==> config.mk <==
export PLATFORM = sky130hd
export DESIGN_NAME = lw_burst_sram
export DESIGN_NICKNAME = d
export VERILOG_FILES = /design/src/rtl/lwsram_pkg.sv /design/src/rtl/lwsram_ctrl.sv /design/src/rtl/lwsram_wstage.sv /design/src/rtl/lwsram_array.sv /design/src/rtl/lw_burst_sram.sv
export SDC_FILE = /design/constraint.sdc
export NUM_CORES = 2
export LEC_CHECK = 0
export ABC_CLOCK_PERIOD_IN_PS = 4000
export BUFFER_PORTS_ARGS = -buffer_cell sky130_fd_sc_hd__buf_2
export CORE_MARGIN = 3
export CORE_UTILIZATION = 35
export CTS_BUF_LIST = sky130_fd_sc_hd__clkbuf_8
export CTS_CLUSTER_DIAMETER = 80
export DETAILED_ROUTE_END_ITERATION = 8
export GPL_TIMING_DRIVEN = 0
export HOLD_SLACK_MARGIN = 0.08
export PLACE_DENSITY = 0.55
export SYNTH_ARGS = -nofsm -noshare
export SYNTH_HDL_FRONTEND = slang
export SYNTH_SLANG_ARGS = --single-unit
==> constraint.sdc <==
create_clock -name clk -period 4 [get_ports clk]
set_clock_uncertainty 0.15 [all_clocks]
set_input_delay 1 -clock clk [delete_from_list [all_inputs] [get_ports clk]]
set_output_delay 1 -clock clk [all_outputs]
set_load 0.02 [all_outputs]
==> src/rtl/lwsram_pkg.sv <==
package lwsram_pkg;
   typedef enum logic [1:0] {
      OP_DESEL = 2'd0,
      OP_READ  = 2'd1,
      OP_WRITE = 2'd2
   } op_e;
endpackage

==> src/rtl/lwsram_ctrl.sv <==
module lwsram_ctrl
   import lwsram_pkg::*;
#(
   parameter int ADDR_W = 6,
   parameter int LANES  = 4
) (
   input  logic              clk,
   input  logic              rst_n,
   input  logic              clk_en_n,
   input  logic              ce0_n,
   input  logic              ce1,
   input  logic              ce2_n,
   input  logic              ld_n,
   input  logic              rd_wr,
   input  logic [LANES-1:0]  bw_n,
   input  logic [ADDR_W-1:0] addr,
   input  logic [ADDR_W-1:0] burst_addr,
   output op_e               cur_op,
   output logic [ADDR_W-1:0] cur_addr,
   output logic [LANES-1:0]  cur_bw_n
);
   op_e  burst_op;
   op_e  next_op;
   logic sel;

   always_comb begin
      sel = !ce0_n && ce1 && !ce2_n;
      if (!ld_n)
         next_op = sel ? (rd_wr ? OP_READ : OP_WRITE) : OP_DESEL;
      else
         next_op = burst_op;
   end

   always_ff @(posedge clk or negedge rst_n) begin
      if (!rst_n) begin
         cur_op   <= OP_DESEL;
         burst_op <= OP_DESEL;
         cur_addr <= '0;
         cur_bw_n <= '1;
      end else if (!clk_en_n) begin
         cur_op   <= next_op;
         cur_addr <= ld_n ? burst_addr : addr;
         cur_bw_n <= bw_n;
         if (!ld_n)
            burst_op <= next_op;
      end
   end

   // an inhibited edge leaves the command pipeline untouched
   a_r10_stall_hold: assert property (@(posedge clk) disable iff (!rst_n)
      clk_en_n |=> ($stable(cur_op) && $stable(cur_addr) && $stable(burst_op)));

   // a continue cycle repeats the operation of the burst start
   a_r7_cont_inherits: assert property (@(posedge clk) disable iff (!rst_n)
      (!clk_en_n && ld_n) |=> (cur_op == $past(burst_op)));
endmodule

==> src/rtl/lwsram_wstage.sv <==
module lwsram_wstage
   import lwsram_pkg::*;
#(
   parameter int ADDR_W = 6,
   parameter int DATA_W = 32,
   parameter int LANES  = 4
) (
   input  logic              clk,
   input  logic              rst_n,
   input  logic              clk_en_n,
   input  op_e               cur_op,
   input  logic [ADDR_W-1:0] cur_addr,
   input  logic [LANES-1:0]  cur_bw_n,
   input  logic [DATA_W-1:0] din,
   input  logic [DATA_W-1:0] arr_rdata,
   output logic              wr_en,
   output logic [ADDR_W-1:0] wr_addr,
   output logic [LANES-1:0]  wr_be,
   output logic [DATA_W-1:0] wr_data,
   output logic [DATA_W-1:0] rd_data
);
   localparam int LANE_W = DATA_W / LANES;

   logic              pend_valid;
   logic [ADDR_W-1:0] pend_addr;
   logic [LANES-1:0]  pend_be;
   logic [DATA_W-1:0] pend_data;
   logic              load;
   logic              addr_hit;

   assign load = (cur_op == OP_WRITE) && (cur_bw_n != '1);

   always_ff @(posedge clk or negedge rst_n) begin
      if (!rst_n) begin
         pend_valid <= 1'b0;
         pend_addr  <= '0;
         pend_be    <= '0;
         pend_data  <= '0;
      end else if (!clk_en_n) begin
         pend_valid <= load;
         if (load) begin
            pend_addr <= cur_addr;
            pend_be   <= ~cur_bw_n;
            pend_data <= din;
         end
      end
   end

   assign wr_en    = !clk_en_n && pend_valid;
   assign wr_addr  = pend_addr;
   assign wr_be    = pend_be;
   assign wr_data  = pend_data;
   assign addr_hit = pend_valid && (pend_addr == cur_addr);

   for (genvar i = 0; i < LANES; i++) begin : g_fwd
      assign rd_data[i*LANE_W +: LANE_W] = (addr_hit && pend_be[i])
         ? pend_data[i*LANE_W +: LANE_W] : arr_rdata[i*LANE_W +: LANE_W];
   end

   // a fully masked write never reaches the staging register
   a_r5_abort_no_pend: assert property (@(posedge clk) disable iff (!rst_n)
      (!clk_en_n && cur_op == OP_WRITE && cur_bw_n == '1) |=> !pend_valid);

   // data is taken from the bus on the edge after the command
   a_r3_late_capture: assert property (@(posedge clk) disable iff (!rst_n)
      (!clk_en_n && load) |=> (pend_valid && pend_data == $past(din)));
endmodule

==> src/rtl/lwsram_array.sv <==
module lwsram_array #(
   parameter int ADDR_W = 6,
   parameter int DATA_W = 32,
   parameter int LANES  = 4
) (
   input  logic              clk,
   input  logic              wr_en,
   input  logic [ADDR_W-1:0] wr_addr,
   input  logic [LANES-1:0]  wr_be,
   input  logic [DATA_W-1:0] wr_data,
   input  logic [ADDR_W-1:0] rd_addr,
   output logic [DATA_W-1:0] rd_data
);
   localparam int LANE_W = DATA_W / LANES;
   localparam int DEPTH  = 1 << ADDR_W;

   for (genvar i = 0; i < LANES; i++) begin : g_lane
      logic [LANE_W-1:0] mem [DEPTH];
      always_ff @(posedge clk) begin
         if (wr_en && wr_be[i])
            mem[wr_addr] <= wr_data[i*LANE_W +: LANE_W];
      end
      assign rd_data[i*LANE_W +: LANE_W] = mem[rd_addr];
   end
endmodule

==> src/rtl/lw_burst_sram.sv <==
module lw_burst_sram
   import lwsram_pkg::*;
#(
   parameter int ADDR_W = 6,
   parameter int DATA_W = 32,
   parameter int LANES  = 4
) (
   input  logic              clk,
   input  logic              rst_n,
   input  logic              clk_en_n,
   input  logic              ce0_n,
   input  logic              ce1,
   input  logic              ce2_n,
   input  logic              ld_n,
   input  logic              rd_wr,
   input  logic [LANES-1:0]  bw_n,
   input  logic              oe_n,
   input  logic [ADDR_W-1:0] addr,
   input  logic [ADDR_W-1:0] burst_addr,
   input  logic [DATA_W-1:0] din,
   output logic [DATA_W-1:0] dout,
   output logic              dout_oe
);
   if (DATA_W % LANES != 0) begin : g_bad_lanes
      $error("DATA_W must split evenly into LANES");
   end
   if (ADDR_W < 1 || ADDR_W > 12) begin : g_bad_addr
      $error("ADDR_W out of supported range");
   end

   op_e               cur_op;
   logic [ADDR_W-1:0] cur_addr;
   logic [LANES-1:0]  cur_bw_n;
   logic              wr_en;
   logic [ADDR_W-1:0] wr_addr;
   logic [LANES-1:0]  wr_be;
   logic [DATA_W-1:0] wr_data;
   logic [DATA_W-1:0] arr_rdata;
   logic [DATA_W-1:0] rd_data;
   logic              begin_sel;

   lwsram_ctrl #(.ADDR_W(ADDR_W), .LANES(LANES)) u_ctrl (
      .clk(clk), .rst_n(rst_n), .clk_en_n(clk_en_n),
      .ce0_n(ce0_n), .ce1(ce1), .ce2_n(ce2_n),
      .ld_n(ld_n), .rd_wr(rd_wr), .bw_n(bw_n),
      .addr(addr), .burst_addr(burst_addr),
      .cur_op(cur_op), .cur_addr(cur_addr), .cur_bw_n(cur_bw_n)
   );

   lwsram_wstage #(.ADDR_W(ADDR_W), .DATA_W(DATA_W), .LANES(LANES)) u_wstage (
      .clk(clk), .rst_n(rst_n), .clk_en_n(clk_en_n),
      .cur_op(cur_op), .cur_addr(cur_addr), .cur_bw_n(cur_bw_n),
      .din(din), .arr_rdata(arr_rdata),
      .wr_en(wr_en), .wr_addr(wr_addr), .wr_be(wr_be), .wr_data(wr_data),
      .rd_data(rd_data)
   );

   lwsram_array #(.ADDR_W(ADDR_W), .DATA_W(DATA_W), .LANES(LANES)) u_array (
      .clk(clk), .wr_en(wr_en), .wr_addr(wr_addr), .wr_be(wr_be),
      .wr_data(wr_data), .rd_addr(cur_addr), .rd_data(arr_rdata)
   );

   assign dout      = rd_data;
   assign dout_oe   = (cur_op == OP_READ) && !oe_n;
   assign begin_sel = !ld_n && !ce0_n && ce1 && !ce2_n;

   // a begin cycle with any select inactive leaves the bus undriven
   a_r6_deselect_quiet: assert property (@(posedge clk) disable iff (!rst_n)
      (!clk_en_n && !ld_n && !(!ce0_n && ce1 && !ce2_n)) |=> !dout_oe);

   // a begin write never drives the bus in its data cycle
   a_r9_write_undriven: assert property (@(posedge clk) disable iff (!rst_n)
      (!clk_en_n && begin_sel && !rd_wr) |=> !dout_oe);

   // the drivers are off whenever output enable is inactive
   a_r8_oe_gate: assert property (@(posedge clk) disable iff (!rst_n)
      oe_n |-> !dout_oe);
endmodule

==> reports/results.txt <==
post-synthesis compound-gate area fraction = 0.0452
via/cell ratio = 5.74
mux contribution to synthesized area = 0.144
Routed wire per std cell = 34.5 um
FMAX = 184 MHz
CTS root buffer = clkbuf_8
post-synthesis async set-or-reset flop share = 0.0271
clock sinks = 2105
Post-DP HPWL = 189000 um
Worst-Margin Slew = 1520 ps
M3 GR Usage = 0.0488
fin worst setup slack = -1430 ps
CTS tree = done
busiest grt layer = met2
Std-Cell Rows = 176
Clock Latency Late Sink = 1030 ps
Total Power = 54000 uW
M2 GR Usage = 0.351
clk buf depth = 4
vias in the first global route = 44737
Critical Path Max Stage Delay = 600 ps
Syn Nets = 4151
Hold Path End = u_ctrl.cur_addr[5]
H-tree Lvls = 5
crit path cell chain = buf_12 -> buf_12 -> mux4_2 -> a22o_1 -> or4_4 -> a221oi_4 -> a31oi_2 -> a22o_1 -> buf_2
WHS Path Cells = 3
Max-Cap Viols = 2
status = complete, but fails checks
worst IR drop on VDD = 982 uV
Critical Path Fanout Max = 10
Die W = 490 um
Hold Worst Slack = 173 ps
initial antenna violation count = 12
GRT Overall Usage = 0.225
library cells used by synthesis = 64
HP Class = primary input to flop
critical path launch point type = flop
gr ovfl total = 0
first-pass GRT wire length = 370000 um
Initial Utilization = 0.354
Avg Inst Size Synth = 20.0 um^2
RSZ-0062 raised after global routing = yes
DR pass1 iterations = 6
nature of the critical path endpoint = output pin
number of synthesized flops with an enable pin = 2048
Final Hold Viols = 0
Final min period = 5430 ps
total CTS buffers = 348
Buf/Inv on CP = 3
worst r2r src = u_wstage.wr_addr[0]
die area = 240000 um^2
Detailed Route Iter0 Violations = 6481
commonest non-fill, non-tap cells in the layout = edfxtp_1 (2048), mux2i_1 (376), clkbuf_8 (371)
flop2flop setup slack = 140 ps
Synth Area in XOR/XNOR = 0.000642
commonest non-fill, non-tap cell in the layout = edfxtp_1
Worst R2R Path Depth = 5
area delta synth->final = 17.8%
number of I/O port buffers = 87
failing checks = capacitance limit, slew limit, setup timing
GR Util met1 = 0.308
Tcrit/Tclk final = 1.36
I/O pin count = 90
dominant synthesized flop cell = edfxtp_1
worst r2r dst = u_array.g_lane[0].mem[15][0]
leakage power = 0.0310 uW
cells after synthesis = 4094
HP Start = addr[5]
nets@finish = 4689
DRT antenna net count = 0
drc violations = 0
worst rel slew slack = -0.0161
share of cells above drive strength 1 = 0.282
WP data required = 2850 ps
gpl congestion = 0.944
Setup CP Type = flop to output pin
WL final = 272000 um
Slew Viols, Final = 18
final instance area = 96400 um^2
Simple-Gate Fraction of Synth Area = 0.0266
Synth Cell Area = 81900 um^2
register bit count reported by yosys = 2105
synth warn = 0
critical path's top delay family = compound AO/OA/AOI/OAI gates
largest family of logic cells by synthesized area = multiplexers
pwr/cell area = 560 nW/um^2
clock-pin transition on the worst setup and hold timing paths = 60 ps
Core Area = 231000 um^2
Adder-Cell Fraction of Synth Area = 0
arrival time worst endpoint = 4280 ps
# setup viols final = 32
sequential fraction of the synthesis area = 0.769
pin count of the biggest net entering global routing = 67
routed vias = 45281
final core occ = 0.417
Die H = 490 um
cell area after placement = 86900 um^2
crit path max-delay cell type = mux4_2
[cell families (layout without fill, tap and decap cells)]
kind of cell / after synthesis / count (layout)
DFF: 2105 / 2105
buffers and inverters: 263 / 1030
xor gates and xnor gates: 6 / 6
other: 0 / 5
muxes: 754 / 754
AOI/OAI and AO/OA: 474 / 474
and+or+nand+nor: 492 / 492
[sequential cells by signal (all words and copies together), names as in the netlist]
register	count
u_array.g_lane.mem	2048
u_wstage.wr_data	32
u_ctrl.cur_addr	6
u_wstage.wr_addr	6
u_ctrl.cur_bw_n	4
u_wstage.wr_be	4
u_ctrl.burst_op	2
u_ctrl.cur_op	2
u_wstage.pend_valid	1
[power breakdown]
part	switching (uW)	internal (uW)	leakage (uW)	total (uW)
combinational	5430	2750	0.00838	8180
sequential	2010	26900	0.0192	28900
clock	8540	8410	0.00341	16900
total	16000	38000	0.0310	54000
[layer usage]
layer | routed length (um) | up-vias
li1 | - | 18052
met1 | 110000 | 24098
met2 | 126000 | 2640
met3 | 24400 | 489
met4 | 11100 | 2
met5 | 147 | -
[worst reg2reg max path, stage by stage, from the launching register on]
cell,delay (ps)
dfrtp_1,320
clkbuf_1,390
and3_1,230
clkbuf_1,860
nand2_1,430
nor2_1,1070
[cells in the mapped netlist (all sizes together) (6+ instances only)]
| library cell | count | share of area |
|---|---|---|
| nor2b | 11 | 0.00084 |
| a22o | 104 | 0.011 |
| nor3b | 8 | 0.00079 |
| nor2 | 274 | 0.013 |
| a22oi | 130 | 0.012 |
| or4 | 27 | 0.0025 |
| a221oi | 79 | 0.0098 |
| o21ai | 22 | 0.0013 |
| edfxtp | 2048 | 0.75 |
| buf | 137 | 0.0096 |
| nand2 | 111 | 0.0051 |
| nor4 | 7 | 0.00053 |
| a31oi | 54 | 0.0041 |
| clkbuf | 125 | 0.0057 |
| nor3 | 6 | 0.00037 |
| and2 | 8 | 0.00061 |
| mux2i | 378 | 0.046 |
| a21oi | 6 | 0.00037 |
| nand3 | 16 | 0.00098 |
| mux4 | 329 | 0.091 |
| dfrtp | 53 | 0.016 |
| o22ai | 56 | 0.0043 |
| mux2 | 47 | 0.0065 |
[final cells by class]
cell class | count | area (um^2)
Fill cell | 20326 | 135000
Clock buffer | 358 | 4930
Sequential cell | 2105 | 63000
Timing Repair Buffer | 197 | 1950
Antenna cell | 5 | 12.5
Buffer | 253 | 2320
Tap cell | 3026 | 3790
Inverter | 1 | 3.75
Clock inverter | 221 | 970
Multi-Input combinational cell | 1726 | 19400
[stage by stage]
stage / std cells / TNS [ps] / setup slack [ps]
6_report: 7892 / -40690 / -1430
3_5_place_dp: 7239 / -193460 / -2150
2_1_floorplan: 4094 / 0 / 513
5_1_grt: 7888 / -43830 / -1510
4_1_cts: 7862 / -44210 / -1550
3_3_place_gp: 7207 / -851370 / -2170
[how the worst max path moves through the flow]
stage	start	end	slack, ps	cells after the start
after global placement	u_ctrl.cur_addr[3]	dout[6]	-2170	10
after CTS	u_ctrl.cur_addr[0]	dout[8]	-1550	9
after global routing	u_ctrl.cur_addr[0]	dout[1]	-1510	10
after detailed placement	u_ctrl.cur_addr[4]	dout[5]	-2150	9
final	u_ctrl.cur_addr[0]	dout[5]	-1430	9
after floorplan	u_ctrl.cur_addr[2]	dout[27]	510	9
[what timing repair did]
action | 4_1_cts | 5_1_grt
gates resized for setup | 576 | 107
hold buffers | 39 | 0
gates cloned | 0 | 1
pin swaps | 31 | 29
hold endpoints to repair | 90 | 0
buffers inserted | 12 | 26
setup endpoints to repair | 34 | 32
Power figures use the tool's default switching activity.
